### src/rtl/pfd_pkg.sv
package pfd_pkg;

   typedef enum logic [1:0] {
      PUMP_Z  = 2'b00,
      PUMP_LO = 2'b10,
      PUMP_HI = 2'b11
   } pump_e;

   // Map detector state and polarity onto a pump command.
   function automatic pump_e pump_code(input logic up, input logic dn, input logic pol);
      pump_e c;
      if (up)
         c = pol ? PUMP_HI : PUMP_LO;
      else if (dn)
         c = pol ? PUMP_LO : PUMP_HI;
      else
         c = PUMP_Z;
      return c;
   endfunction

endpackage

### src/rtl/pfd_phase_core.sv
module pfd_phase_core
   import pfd_pkg::*;
#(
   parameter int UNLOCK_W = 4,
   parameter int CW       = $clog2(UNLOCK_W + 1)
) (
   input  logic          clk,
   input  logic          rst_n,
   input  logic          sleep,
   input  logic          pol,
   input  logic          fr,
   input  logic          fp,
   output pump_e         pump,
   output logic          close_v,
   output logic [CW-1:0] width
);

   localparam logic [CW-1:0] CNT_MAX = CW'(UNLOCK_W - 1);

   logic          up_q, dn_q, arm_q;
   logic [CW-1:0] cnt_q;
   logic          fp_ok, nxt_up, nxt_dn, both, act, nxt_act;

   always_comb begin
      fp_ok   = fp & arm_q;
      nxt_up  = up_q | fr;
      nxt_dn  = dn_q | fp_ok;
      both    = nxt_up & nxt_dn;
      act     = up_q | dn_q;
      nxt_act = (nxt_up | nxt_dn) & ~both;
      close_v = ~sleep & ((act & ~nxt_act) | (~act & fr & fp_ok));
      width   = act ? (cnt_q + CW'(1)) : '0;
      pump    = sleep ? PUMP_Z : pump_code(up_q, dn_q, pol);
   end

   always_ff @(posedge clk or negedge rst_n) begin
      if (!rst_n) begin
         up_q  <= 1'b0;
         dn_q  <= 1'b0;
         arm_q <= 1'b0;
         cnt_q <= '0;
      end else if (sleep) begin
         up_q  <= 1'b0;
         dn_q  <= 1'b0;
         arm_q <= 1'b0;
         cnt_q <= '0;
      end else begin
         up_q  <= nxt_up & ~both;
         dn_q  <= nxt_dn & ~both;
         arm_q <= arm_q | fr;
         if (act & nxt_act)
            cnt_q <= (cnt_q == CNT_MAX) ? cnt_q : cnt_q + CW'(1);
         else
            cnt_q <= '0;
      end
   end


   ref_lead_chk: assert property (@(posedge clk) disable iff (!rst_n)
      (!sleep && !up_q && !dn_q && fr && !fp) |=> up_q);


   hold_up_chk: assert property (@(posedge clk) disable iff (!rst_n)
      (!sleep && up_q && !(fp && arm_q)) |=> up_q);


   restart_chk: assert property (@(posedge clk) disable iff (!rst_n)
      $fell(sleep) |-> (!up_q && !dn_q && !arm_q));


   ignore_fb_chk: assert property (@(posedge clk) disable iff (!rst_n)
      (!arm_q && !fr) |=> !dn_q);


   excl_chk: assert property (@(posedge clk) disable iff (!rst_n)
      $onehot0({up_q, dn_q}));

endmodule

### src/rtl/pfd_lock_qual.sv
module pfd_lock_qual #(
   parameter int LOCK_W   = 2,
   parameter int UNLOCK_W = 4,
   parameter int LOCK_CNT = 3,
   parameter int CW       = $clog2(UNLOCK_W + 1)
) (
   input  logic          clk,
   input  logic          rst_n,
   input  logic          sleep,
   input  logic          close_v,
   input  logic [CW-1:0] width,
   output logic          lock_o
);

   localparam int            RW      = $clog2(LOCK_CNT + 1);
   localparam logic [RW-1:0] RUN_MAX = RW'(LOCK_CNT);

   logic          lock_q;
   logic [RW-1:0] run_q, nrun;
   logic          wide, narrow;

   always_comb begin
      wide   = (width >= CW'(UNLOCK_W));
      narrow = (width <= CW'(LOCK_W));
      nrun   = (run_q == RUN_MAX) ? run_q : run_q + RW'(1);
      lock_o = sleep | lock_q;
   end

   always_ff @(posedge clk or negedge rst_n) begin
      if (!rst_n) begin
         lock_q <= 1'b0;
         run_q  <= '0;
      end else if (sleep) begin
         lock_q <= 1'b0;
         run_q  <= '0;
      end else if (close_v) begin
         if (wide) begin
            lock_q <= 1'b0;
            run_q  <= '0;
         end else if (narrow) begin
            run_q <= nrun;
            if (nrun >= RUN_MAX)
               lock_q <= 1'b1;
         end else begin
            run_q <= '0;
         end
      end
   end


   rise_narrow_chk: assert property (@(posedge clk) disable iff (!rst_n)
      $rose(lock_q) |-> ($past(close_v) && ($past(width) <= CW'(LOCK_W))));


   wide_drop_chk: assert property (@(posedge clk) disable iff (!rst_n)
      (close_v && !sleep && (width >= CW'(UNLOCK_W))) |=> !lock_q);


   sleep_clear_chk: assert property (@(posedge clk) disable iff (!rst_n)
      sleep |=> (!lock_q && (run_q == '0)));

endmodule

### src/rtl/dual_pfd_lock.sv
module dual_pfd_lock
   import pfd_pkg::*;
#(
   parameter int NCH      = 2,
   parameter int LOCK_W   = 2,
   parameter int UNLOCK_W = 4,
   parameter int LOCK_CNT = 3
) (
   input  logic             clk,
   input  logic             rst_n,
   input  logic [NCH-1:0]   ref_stb,
   input  logic [NCH-1:0]   fb_stb,
   input  logic [NCH-1:0]   pol,
   input  logic [NCH-1:0]   sleep,
   output logic [2*NCH-1:0] pump_o,
   output logic [NCH-1:0]   ch_lock,
   output logic             all_lock
);

   localparam int CW = $clog2(UNLOCK_W + 1);

   if (NCH < 1) begin : g_bad_nch
      $error("dual_pfd_lock: NCH must be at least 1");
   end
   if (UNLOCK_W < 2) begin : g_bad_unlock
      $error("dual_pfd_lock: UNLOCK_W must be at least 2");
   end
   if (LOCK_W >= UNLOCK_W) begin : g_bad_window
      $error("dual_pfd_lock: LOCK_W must be below UNLOCK_W");
   end
   if (LOCK_CNT < 1) begin : g_bad_cnt
      $error("dual_pfd_lock: LOCK_CNT must be at least 1");
   end

   for (genvar c = 0; c < NCH; c++) begin : g_ch
      pump_e         pump_w;
      logic          close_w;
      logic [CW-1:0] width_w;

      pfd_phase_core #(
         .UNLOCK_W (UNLOCK_W),
         .CW       (CW)
      ) u_core (
         .clk     (clk),
         .rst_n   (rst_n),
         .sleep   (sleep[c]),
         .pol     (pol[c]),
         .fr      (ref_stb[c]),
         .fp      (fb_stb[c]),
         .pump    (pump_w),
         .close_v (close_w),
         .width   (width_w)
      );

      pfd_lock_qual #(
         .LOCK_W   (LOCK_W),
         .UNLOCK_W (UNLOCK_W),
         .LOCK_CNT (LOCK_CNT),
         .CW       (CW)
      ) u_qual (
         .clk     (clk),
         .rst_n   (rst_n),
         .sleep   (sleep[c]),
         .close_v (close_w),
         .width   (width_w),
         .lock_o  (ch_lock[c])
      );

      assign pump_o[2*c +: 2] = pump_w;
   end

   assign all_lock = &ch_lock;


   all_lock_chk: assert property (@(posedge clk) disable iff (!rst_n)
      (ch_lock != {NCH{1'b1}}) |-> !all_lock);

endmodule

### config.mk
export PLATFORM = sky130hd
export DESIGN_NAME = dual_pfd_lock
export DESIGN_NICKNAME = d
export VERILOG_FILES = /design/src/rtl/pfd_pkg.sv /design/src/rtl/pfd_phase_core.sv /design/src/rtl/pfd_lock_qual.sv /design/src/rtl/dual_pfd_lock.sv
export SDC_FILE = /design/constraint.sdc
export NUM_CORES = 1
export LEC_CHECK = 0
export ABC_AREA = 1
export BUFFER_PORTS_ARGS = -buffer_cell sky130_fd_sc_hd__buf_2
export CAP_MARGIN = 20
export CORE_ASPECT_RATIO = 1.25
export CORE_UTILIZATION = 45
export DETAILED_ROUTE_END_ITERATION = 7
export GPL_TIMING_DRIVEN = 0
export PLACE_DENSITY_LB_ADDON = 0.1
export RECOVER_POWER = 50
export SYNTH_ARGS = -nofsm -noshare
export SYNTH_HDL_FRONTEND = slang
export SYNTH_SLANG_ARGS = --single-unit
### constraint.sdc
create_clock -name clk -period 4.4 [get_ports clk]
set_clock_uncertainty 0.2 [all_clocks]
set_input_delay 0.66 -clock clk [delete_from_list [all_inputs] [get_ports clk]]
set_output_delay 0.66 -clock clk [all_outputs]
set_load 0.05 [all_outputs]
; After elaboration in Yosys (flattened, before gate mapping)
; Cells that the tools add are included.
[classes]
addsub = 4
n_eq_ne = 6
order_cmp = 6
n_bitwise = 42
mux = 44
reduce_logical = 9
[ops]
columns = op, count
row1 = 2-bit 2-to-1 mux, 16
row2 = 3-bit 2-to-1 mux, 8
row3 = 1-bit AND, 20
row4 = 1-bit 2-to-1 mux, 20
row5 = 1-bit OR, 14
row6 = 3-bit nonzero test, 4
row7 = 1-bit NOT, 8
row8 = 3-bit by 1-bit adder with 3-bit output (second input constant), 2
row9 = 3-bit by 2-bit equality test with 1-bit output (second input constant), 2
row10 = 3-bit >= comparator (second input constant), 2
row11 = 3-bit by 2-bit <= comparator with 1-bit output (second input constant), 2
row12 = 3-bit != test (second input constant), 2
row13 = 3-bit AND reduction, 2
row14 = 2-bit by 1-bit adder with 2-bit output (second input constant), 2
row15 = 2-bit equality test (second input constant), 2
row16 = 2-bit >= comparator (second input constant), 2
row17 = 2-bit nonzero test, 2
row18 = 2-bit AND reduction, 1
[word_totals]
regBits = 18
out_inout_bits = 7
inputBits = 10

; Logic depth before layout (Yosys ltp)
; Gate-level depths: netlist of the first run.
[depth]
depth_word = 11
mapped_depth = 11
mapped_depth_nobuf = 11

; Modules after synthesis
; From an unflattened synthesis of the first run, not the netlist that was laid out.
[hier_totals]
hier_cells = 170
hier_area_um2 = 1166.1
[by_module_without_submodules]
columns = module, n_inst, cells_each, seq_area_each_um2, area_per_inst_um2
row1 = pfd_phase_core, 2, 58, 150.1, 396.6
row2 = pfd_lock_qual, 2, 26, 75.1, 182.7
row3 = dual_pfd_lock, 1, 2, 0.0, 7.5

; Least setup slack after synthesis of the first run
; Ideal clock, no wire load.
[synth_path]
kind = input to output
startpoint = input port sleep[0]
endpoint = output port pump_o[0]
cell_stages = 2
arrival_time_ns = 1.868
slack_ns = 1.672
path_buffers = 1
cell_sequence = buf_6 nor3_1
[synth_between]
elab_chain_len = 1
[synth_rtl]
columns = item, line
row1 = "start, declared", dual_pfd_lock.sv:14  ; input logic [NCH-1:0] sleep,
row2 = 2-bit 2-to-1 mux, pfd_phase_core.sv:33  ; pump = sleep ? PUMP_Z : pump_code(up_q, dn_q, pol);
row3 = "end, declared", dual_pfd_lock.sv:15  ; output logic [2*NCH-1:0] pump_o,
; Every way passes these cells.

; Worst setup path after layout of the first run
[layout_path]
startpoint = input port sleep[0]
endpoint = output port all_lock
[layout_between]
elab_chain_len = 2
[layout_rtl]
columns = item, line
row1 = 1-bit OR, pfd_lock_qual.sv:26  ; lock_o = sleep | lock_q;
row2 = named net g_ch[0].u_qual.lock_o, pfd_lock_qual.sv:12  ; output logic lock_o
row3 = 2-bit AND reduction, dual_pfd_lock.sv:72  ; assign all_lock = &ch_lock;
row4 = "end, declared", dual_pfd_lock.sv:17  ; output logic all_lock
; The timed path passes the listed nets, and every way through them passes these cells.

==> results of run 1 <==
[state kept, by name (all words and copies together), names as in the netlist]
register,cells
g_ch.u_core.cnt_q,6
g_ch.u_qual.run_q,4
g_ch.u_core.up_q,2
g_ch.u_core.arm_q,2
g_ch.u_qual.lock_q,2
g_ch.u_core.dn_q,2
[worst max-delay path: cells and delay by family]
family	cells	cell delay, ns
buffers and inverters	2	0.31
and+or+nand+nor	2	0.44
[layout by cell type, fill, tap and decap left out]
cell type	synthesis	layout
dfrtp_1	18	18
a21oi_1	2	2
a21boi_2	1	1
o21ai_1	2	2
mux2i_1	2	2
nand2_4	1	1
clkbuf_4	0	3
nand2_2	5	5
nor2_2	2	2
buf_6	2	2
nand2_1	26	26
clkbuf_1	0	3
inv_2	2	2
nand3_1	15	15
buf_4	2	2
nor2_1	24	24
nor3_1	2	2
or2_2	1	1
xor2_1	4	4
or2_1	1	1
buf_2	0	11
and2_1	1	1
ha_1	8	8
inv_1	21	21
[layout make-up]
type	instances	area share, %
sequential	18	36.5
tap	31	3.14
multi-input combinational	97	43.2
buffer	4	3.04
timing repair buffer	14	5.37
clock buffer	3	1.82
inverter	23	6.99
[where the power goes]
| part | internal, mW | switching, mW |
|---|---|---|
| logic | 0.0441 | 0.0813 |
| clock network | 0.0317 | 0.0458 |
| registers | 0.186 | 0.0134 |
| total | 0.262 | 0.140 |
[metal layers]
metal  vias to the layer above  track usage, %  routed length, um
met5                         -               0                  0
met4                         0            6.30                 16
met3                         2            1.90                 38
met2                        10            27.2                910
met1                       387            18.6                820
li1                        468               -                  -
[cells by family (layout without fill, tap and decap cells)]
kind of cell    after synthesis  count (layout)  share of synthesized area, %
buf+inv                      27              44                          11.2
mux                           2               2                          1.81
xor+xnor                      4               4                          3.16
fa+ha+maj                     8               8                          9.04
simple gates                 78              78                          31.3
flops                        18              18                          40.7
compound gates                5               5                          2.82
[worst paths after layout]
| check | from | to |
|---|---|---|
| setup / recovery | sleep[0] | all_lock |
| hold / removal | rst_n | g_ch[1].u_core.up_q$_DFF_PN0_ |
| setup reg to reg | g_ch[0].u_core.up_q$_DFF_PN0_ | g_ch[0].u_qual.run_q[1]$_DFFE_PN0P_ |
| hold reg to reg | g_ch[1].u_qual.lock_q$_DFFE_PN0P_ | g_ch[1].u_qual.lock_q$_DFFE_PN0P_ |
| max in group asynchronous | rst_n | g_ch[0].u_core.dn_q$_DFF_PN0_ |
| min in group clk | g_ch[1].u_qual.lock_q$_DFFE_PN0P_ | g_ch[1].u_qual.lock_q$_DFFE_PN0P_ |
[through the flow]
stage / hold WS [ns] / util [%]
2_1_floorplan: 0.164 / -
3_3_place_gp: 0.263 / 53.9
3_5_place_dp: 0.275 / 53.9
4_1_cts: 0.0980 / 54.8
5_1_grt: 0.342 / 54.7
6_report: 0.292 / 54.7
==> out/metrics.cfg, run 1 <==
[outcome]
status = finished clean

[cells_and_area]
final_cells = 190
drive_above_1_share_pct = 18.9
n_fill_cell = 215
diodes = 0
fin_area_um2 = 1230
seqCellArea_um2 = 450
area.growth.synth_to_final_pct = 11.5
multiInputGateArea_um2 = 533
nNetsFinal = 179

[cts]
cts_htree_levels = 1
clock_latency_ns = 0.28
cts_hold_buf = 0
cts_resized = 0
clock-sinks = 18
cts_made_buffers = 3
clkTransAtPathRegs_ns = 0.10
root_buffer = clkbuf_4
cts_setup_buffers = 0
ctsLongestPathBuffers = 2
cts_tree = yes

[yosys]
synth_edf_count = 0
synth.area.top_cells = dfrtp_1, ha_1, nand2_1
syn_area_um2 = 1110
synth_most_common_cell = nand2_1
yosys_warnings = 0
syn_area_per_cell_um2 = 7.80
synth.largest_area_cell = dfrtp_1
synth_common_cells = nand2_1, nor2_1, inv_1, dfrtp_1, nand3_1
ys_seq_area_share_pct = 40.7
yosysTopAreaCellShare_pct = 40.7
ys_types = 21
synth_ff_type = dfrtp_1
synth_nets = 160
ys_seq_elements = 18
ys_async_sr_fraction_pct = 100
syn_inst = 142

[min_path]
hold_path_class = in -> async

[sta]
setup_tns_ns = 0
period_minus_slack_ns = 2.27
worst_slack_ns = 2.13
worst_pin_slew_ns = 0.948
setup_viol = 0
drv_slew = 0
fin_crit_sh_pct = 51.6
fmax_ghz = 0.440
rsz0062_at_grt = false
hold_viol_final = 0
slew_headroom_pct = 36.8

[route]
vias_per_cell = 4.56
dr_total_vias = 867
dr.first_iter.drc_count = 8
routed_wl_mm = 1.79
drc_errors = 0
post_drt_wl_per_cell_um = 9.39
firstDrtPassIters = 3
drtAntennaViolNets = 0

[floorplan]
rows = 19
die_w_um = 46.4
coreArea_um2 = 2260
num_io_pins = 17
initial_utilization_pct = 49.0
fp.dieH_um = 57.5
die-area_um2 = 2660

[grt]
overflow = 0
groute.usage.overall_pct = 15.7
grt_max_degree = 19
antenna_found_initial = 0
grt_pass1_wl_mm = 3.08
first_global_vias = 811

[power]
ir_drop_mv = 0.201
power.density_nw_per_um2 = 326
power_mw = 0.402
power.leakage_nw = 0.690

[worst_setup_path]
reg2reg_slack_ns = 2.66
crit_arrival_ns = 1.41
critical_path.max_fanout = 8
start_kind = input pin
crit_chain = buf_6, or2_2, and2_1, buf_2
slowest_stage = or2_2
cp-end-kind = output port
reg2reg_depth = 9
required_ns = 3.54
worst-setup-path-type = in -> out
critical-path-max-stage-delay_ns = 0.30

[placement]
placed_cell_area_um2 = 1220
io_buffers = 14
dp_slack_ns = 2.13
dp_hpwl_mm = 1.44
gp_congestion = 0.853
post-place-cells = 187

[run]
cap_violations = 0

Note: power is estimated with default switching activity, not from simulation.
==> inputs of run 2 (changes only) <==
Settings changed: ABC_AREA 1 to 0.
Clock period 4.4 ns to 2.3 ns, I/O delays scaled along.
==> run 2 against run 1 <==
Register-to-register slack lost 2.6 ns. Core utilization rose by 0.75 points. Synthesized cell count down 25%. Clock power grew to 2.5 times the previous value. Final cell count is 16% lower. Worst hold slack worse by 0.20 ns. Sequential power rose by 87%. First-iteration DRC count down 13%. Global-route usage increased by 0.43 points. Sequential cell count did not move. Non-clock buffer count rose by 5. Sequential share of layout area increased by 0.68 points.
==> out/metrics.cfg, run 2 <==
[cells_and_area]
drive_above_1_share_pct = 28.9
diodes = 0
largest_reg_flops = 6
area.growth.synth_to_final_pct = 16.5
reg_top3 = g_ch.u_core.cnt_q (6), g_ch.u_qual.run_q (4)
regMostFlops = g_ch.u_core.cnt_q
final_common_cell = dfrtp_1
nNetsFinal = 147
layout_common_cells = dfrtp_1, buf_2, nor2_1

[grt]
grt_max_degree = 19
grt_pass1_wl_mm = 2.99
antenna_found_initial = 0
groute.usage.overall_pct = 16.1
overflow = 0
first_global_vias = 769

[yosys]
synth_top_family_by_area = simple AND/OR/NAND/NOR gates
ys_seq_area_share_pct = 43.3
synth_mux_area_share_pct = 4.45
synth_most_common_cell = dfrtp_1
synth.area.top_cells = dfrtp_1, ha_1, nor2_1
yosysTopAreaCellShare_pct = 43.3
ys_async_sr_fraction_pct = 100
synthXorXnorAreaFrac_pct = 3.37
synth_simple_gate_area_share_pct = 23.8
syn_area_um2 = 1040
synth_nets = 124
synth.largest_area_cell = dfrtp_1
ys_seq_elements = 18
synth_ff_type = dfrtp_1
synthAdderAreaFrac_pct = 9.62
synth_compound_area_share_pct = 9.25
synth_edf_count = 0
syn_area_per_cell_um2 = 9.82
yosys_warnings = 0
syn_inst = 106
synth_common_cells = dfrtp_1, nor2_1, ha_1, inv_1, or2_2
ys_types = 30

[worst_setup_path]
slowest_stage = dfrtp_1
critical-path-max-stage-delay_ns = 0.42
required_ns = 2.29
crit_chain = or2_2, ha_1, or3_1, buf_6, nand2_4, mux2_4
start_kind = flip-flop
crit_buf_inv = 1
crit_arrival_ns = 2.22
reg2reg_depth = 6
cp-end-kind = flip-flop
critical_path.max_fanout = 6
path_delay_family = simple AND/OR/NAND/NOR gates
critical_path_depth = 6
worst-setup-path-type = reg -> reg

[sta]
drv_slew = 0
worst_pin_slew_ns = 0.976
fin_crit_sh_pct = 96.7
period_minus_slack_ns = 2.22
holdWs_ns = 0.0921
setup_viol = 0
rsz0062_at_grt = false
slew_headroom_pct = 34.9
setup_tns_ns = 0
hold_viol_final = 0
worst_slack_ns = 0.0767
fmax_ghz = 0.450

[cts]
root_buffer = clkbuf_4
clock-sinks = 18
cts_tree = yes
clock_latency_ns = 0.29
cts_htree_levels = 1
clkTransAtPathRegs_ns = 0.11
cts_made_buffers = 3
ctsLongestPathBuffers = 2
cts_resized = 0

[route]
routed_wl_mm = 1.75
vias_per_cell = 4.82
firstDrtPassIters = 4
dr.first_iter.drc_count = 7
dr_total_vias = 766
post_drt_wl_per_cell_um = 11.0
drc_errors = 0
drtAntennaViolNets = 0

[power]
p_switching_mw = 0.235
switching_share_pct = 30.6
power_mw = 0.766
pwr-share-seq_pct = 48.6
ir_drop_mv = 0.366
combPwrFrac_pct = 26.0
p_int_mw = 0.532
power.density_nw_per_um2 = 632
clkPwrFrac_pct = 25.4
power.leakage_nw = 0.615

[min_path]
worstHoldPathCells = 3
hold_path_class = in -> reg

[floorplan]
fp.dieH_um = 55.8
initial_utilization_pct = 47.6
die_w_um = 45.0
die-area_um2 = 2510
num_io_pins = 17
rows = 19
coreArea_um2 = 2190

[placement]
dp_slack_ns = 0.0464
dp_hpwl_mm = 1.33
io_buffers = 16
gp_congestion = 0.695

[run]
cap_violations = 0

[outcome]
status = finished clean

[run 2: cell count changes after synthesis, moves of 3 or more]
cell      before  now
a21oi_1        2    7
inv_1         21    8
nand2_1       26    1
nand2_2        5    0
nand2b_1       0    3
nand3_1       15    2
nor2_1        24   15
nor2b_1        0    5
or2_2          1    8
[run 2: stage by stage]
step | instances | utilization [%] | cell area [um2]
after global placement | 153 | 53.0 | 1160
after CTS | 158 | 55.1 | 1210
final | 159 | 55.4 | 1210
after global routing | 159 | 55.4 | 1210
after floorplan | 106 | - | 1040
after detailed placement | 153 | 53.0 | 1160
[run 2: worst min-delay path, delay by kind of cell]
kind	cells	cell delay, ns
buf+inv	1	0.10
simple gates	2	0.11
[run 2: path summary, 6_finish.rpt]
kind                                                startpoint                                   to  slack, ns
max reg2reg                      g_ch[1].u_core.up_q$_DFF_PN0_  g_ch[1].u_qual.run_q[0]$_DFFE_PN0P_       0.08
min reg2reg                g_ch[0].u_core.cnt_q[2]$_DFFE_PN0P_  g_ch[0].u_core.cnt_q[2]$_DFFE_PN0P_       0.33
max in group asynchronous                                rst_n  g_ch[0].u_core.cnt_q[2]$_DFFE_PN0P_       0.79
max                              g_ch[1].u_core.up_q$_DFF_PN0_  g_ch[1].u_qual.run_q[0]$_DFFE_PN0P_       0.08
min in group asynchronous                                rst_n        g_ch[0].u_core.dn_q$_DFF_PN0_       0.51
min                                                 ref_stb[0]       g_ch[0].u_core.arm_q$_DFF_PN0_       0.09
[run 2: layer usage]
layer / track usage, % / vias to the layer above / share of wire, %
met5: 0 / - / 0
met4: 7.79 / 0 / 1.4
met2: 28.2 / 12 / 50
met1: 17.7 / 360 / 46
li1: - / 390 / -
met3: 2.92 / 4 / 2.8
[run 2: cells by family (layout without fill, tap and decap cells)]
group / Yosys count / after routing
XOR/XNOR: 4 / 4
adder cells (fa/ha/maj): 8 / 8
AO/OA/AOI/OAI: 14 / 14
buffers and inverters: 13 / 35
flip-flops: 18 / 18
multiplexers: 4 / 4
AND/OR/NAND/NOR: 45 / 45
[run 2: repair_timing]
item,in CTS,in global routing
hold buffers,1,0
endpoints found under the setup margin,0,1
endpoints found under the hold margin,18,0
setup buffers,0,1
[run 2: final cells by class]
class | count | area [um2]
Clock buffer | 4 | 36.3
Buffer | 5 | 35.0
Fill cell | 202 | 975
Tap cell | 31 | 38.8
Multi-Input combinational cell | 75 | 526
Sequential cell | 18 | 450
Timing Repair Buffer | 18 | 96.3
Inverter | 8 | 30.0
[run 2: power groups by stage]
stage	Sequential, mW	Combinational [mW]	Clock (mW)
floorplan	0.374	0.154	0
global placement	0.378	0.194	0
detailed placement	0.379	0.198	0
CTS	0.373	0.199	0.204
global route	0.376	0.221	0.221
finish	0.372	0.199	0.195
==> inputs of run 3 (changes only) <==
Clock period 2.3 ns to 2 ns, I/O delays scaled along.
==> run 3 against run 2 <==
Die area unchanged. Sequential share of layout area shrank 2.0 points. Cell area grew 5.6%. Sequential cell count did not move. Wire length decreased by 2.1%. Critical path type unchanged.
==> out/metrics.cfg, run 3 (synthesized netlist as in run 2, its figures left out) <==
[outcome]
status = finished clean

[placement]
dp_hpwl_mm = 1.31
io_buffers = 16
post-place-cells = 153
gp_congestion = 0.717
dp_slack_ns = -0.206

[worst_setup_path]
critical_path_depth = 5
crit-reg2reg-launch = g_ch[1].u_core.up_q$_DFF_PN0_
reg2reg_slack_ns = 0.07
start_kind = flip-flop
critical-path-max-stage-delay_ns = 0.39
required_ns = 1.98
reg2reg_depth = 5
path_delay_family = simple AND/OR/NAND/NOR gates
startpoint = g_ch[1].u_core.up_q$_DFF_PN0_
crit_chain = or2_4, ha_4, or3_4, nand2_4, mux2_4
crit_buf_inv = 0
critical_path.max_fanout = 3
crit_arrival_ns = 1.91
slowest_stage = dfrtp_1
worst-setup-path-type = reg -> reg
cp-end-kind = flip-flop

[sta]
holdWs_ns = 0.0694
fmax_ghz = 0.518
slew_headroom_pct = 33.8
fin_crit_sh_pct = 96.6
setup_viol = 0
period_minus_slack_ns = 1.93
worst_slack_ns = 0.0684
worst_pin_slew_ns = 0.994
hold_viol_final = 0
rsz0062_at_grt = false
drv_slew = 0

[floorplan]
die_w_um = 45.0
coreArea_um2 = 2190
rows = 19
die-area_um2 = 2510
num_io_pins = 17
fp.dieH_um = 55.8
initial_utilization_pct = 47.6

[cts]
clkTransAtPathRegs_ns = 0.09
root_buffer = clkbuf_4
cts_tree = yes
clock-sinks = 18
cts_made_buffers = 3
clock_latency_ns = 0.28
ctsLongestPathBuffers = 2
cts_htree_levels = 1

[cells_and_area]
drive_above_1_share_pct = 36.4
reg_top3 = g_ch.u_core.cnt_q (6), g_ch.u_qual.run_q (4)
final_common_cell = dfrtp_1
regMostFlops = g_ch.u_core.cnt_q
final_cells = 163
diodes = 0
layout_common_cells = dfrtp_1, buf_2, nor2_1, buf_4
largest_reg_flops = 6
nNetsFinal = 152
area.growth.synth_to_final_pct = 23.0

[grt]
overflow = 0
met3_usage_pct = 1.95
use_met1_pct = 19.3
busiest_layer = met2
grt_use_met2_pct = 27.5
grt_max_degree = 19
grt_pass1_wl_mm = 3.03
first_global_vias = 756
antenna_found_initial = 0
groute.usage.overall_pct = 16.2

[route]
post_drt_wl_per_cell_um = 10.5
drc_errors = 0
drtAntennaViolNets = 0
dr_total_vias = 769
vias_per_cell = 4.72
firstDrtPassIters = 4
routed_wl_mm = 1.72
dr.first_iter.drc_count = 4

[min_path]
hp-start = ref_stb[0]
hold_path_class = in -> reg
worstHoldPathCells = 3

[power]
ir_drop_mv = 0.444
power.leakage_nw = 0.638
power.density_nw_per_um2 = 664

[run]
cap_violations = 0

[run 3: changes by cell type in the layout (fill, tap and decap cells not counted), sizes merged]
cell  previous run  this run
buf             20        24
[run 3: what timing repair did]
item | in CTS | in global routing
pin swaps | 3 | 1
gates resized for setup | 3 | 2
gates cloned | 0 | 0
setup buffers | 6 | 1
endpoints found under the setup margin | 6 | 3
hold buffers | 1 | 0
hold endpoints to repair | 18 | 0
[run 3: power by group]
part / leakage, nW / total, mW / switching (mW) / internal (mW)
Sequential: 0.239 / 0.425 / 0.0231 / 0.402
Clock: 0.0138 / 0.172 / 0.103 / 0.0699
Combinational: 0.385 / 0.253 / 0.139 / 0.114
[run 3: routing by layer]
layer	vias to the layer above	wire (um)
met5	-	0
met4	0	16
met2	8	842
met3	2	29
li1	401	-
met1	358	826
[run 3: worst min-delay path, cell delays in order]
cell and delay (ns):
buf_2 0.10, nor2_1 0.04, nor2_1 0.08
[run 3: stage by stage]
| step | total power [mW] | setup TNS (ns) | util [%] | area (um2) |
|---|---|---|---|---|
| floorplan | 0.611 | -0.121 | - | 1060 |
| global placement | 0.662 | -0.261 | 53.7 | 1170 |
| detailed placement | 0.667 | -0.328 | 53.7 | 1170 |
| CTS | 0.863 | 0 | 58.4 | 1280 |
| global route | 0.907 | 0 | 58.5 | 1280 |
| finish | 0.850 | 0 | 58.5 | 1280 |
[run 3: path summary, 6_finish.rpt]
path	endpoint
setup / recovery	g_ch[1].u_qual.run_q[0]$_DFFE_PN0P_
hold reg to reg	g_ch[0].u_core.cnt_q[2]$_DFFE_PN0P_
setup reg to reg	g_ch[1].u_qual.run_q[0]$_DFFE_PN0P_
hold / removal	g_ch[0].u_core.arm_q$_DFF_PN0_
min in group asynchronous	g_ch[0].u_core.up_q$_DFF_PN0_
max in group asynchronous	g_ch[1].u_core.arm_q$_DFF_PN0_
[run 3: layout make-up]
cell class,count,area (um2)
buffer,4,23.8
clock buffer,3,22.5
fill,197,907
inverter,8,30.0
multi-input combinational,75,573
sequential,18,450
tap,31,38.8
timing repair buffer,24,141
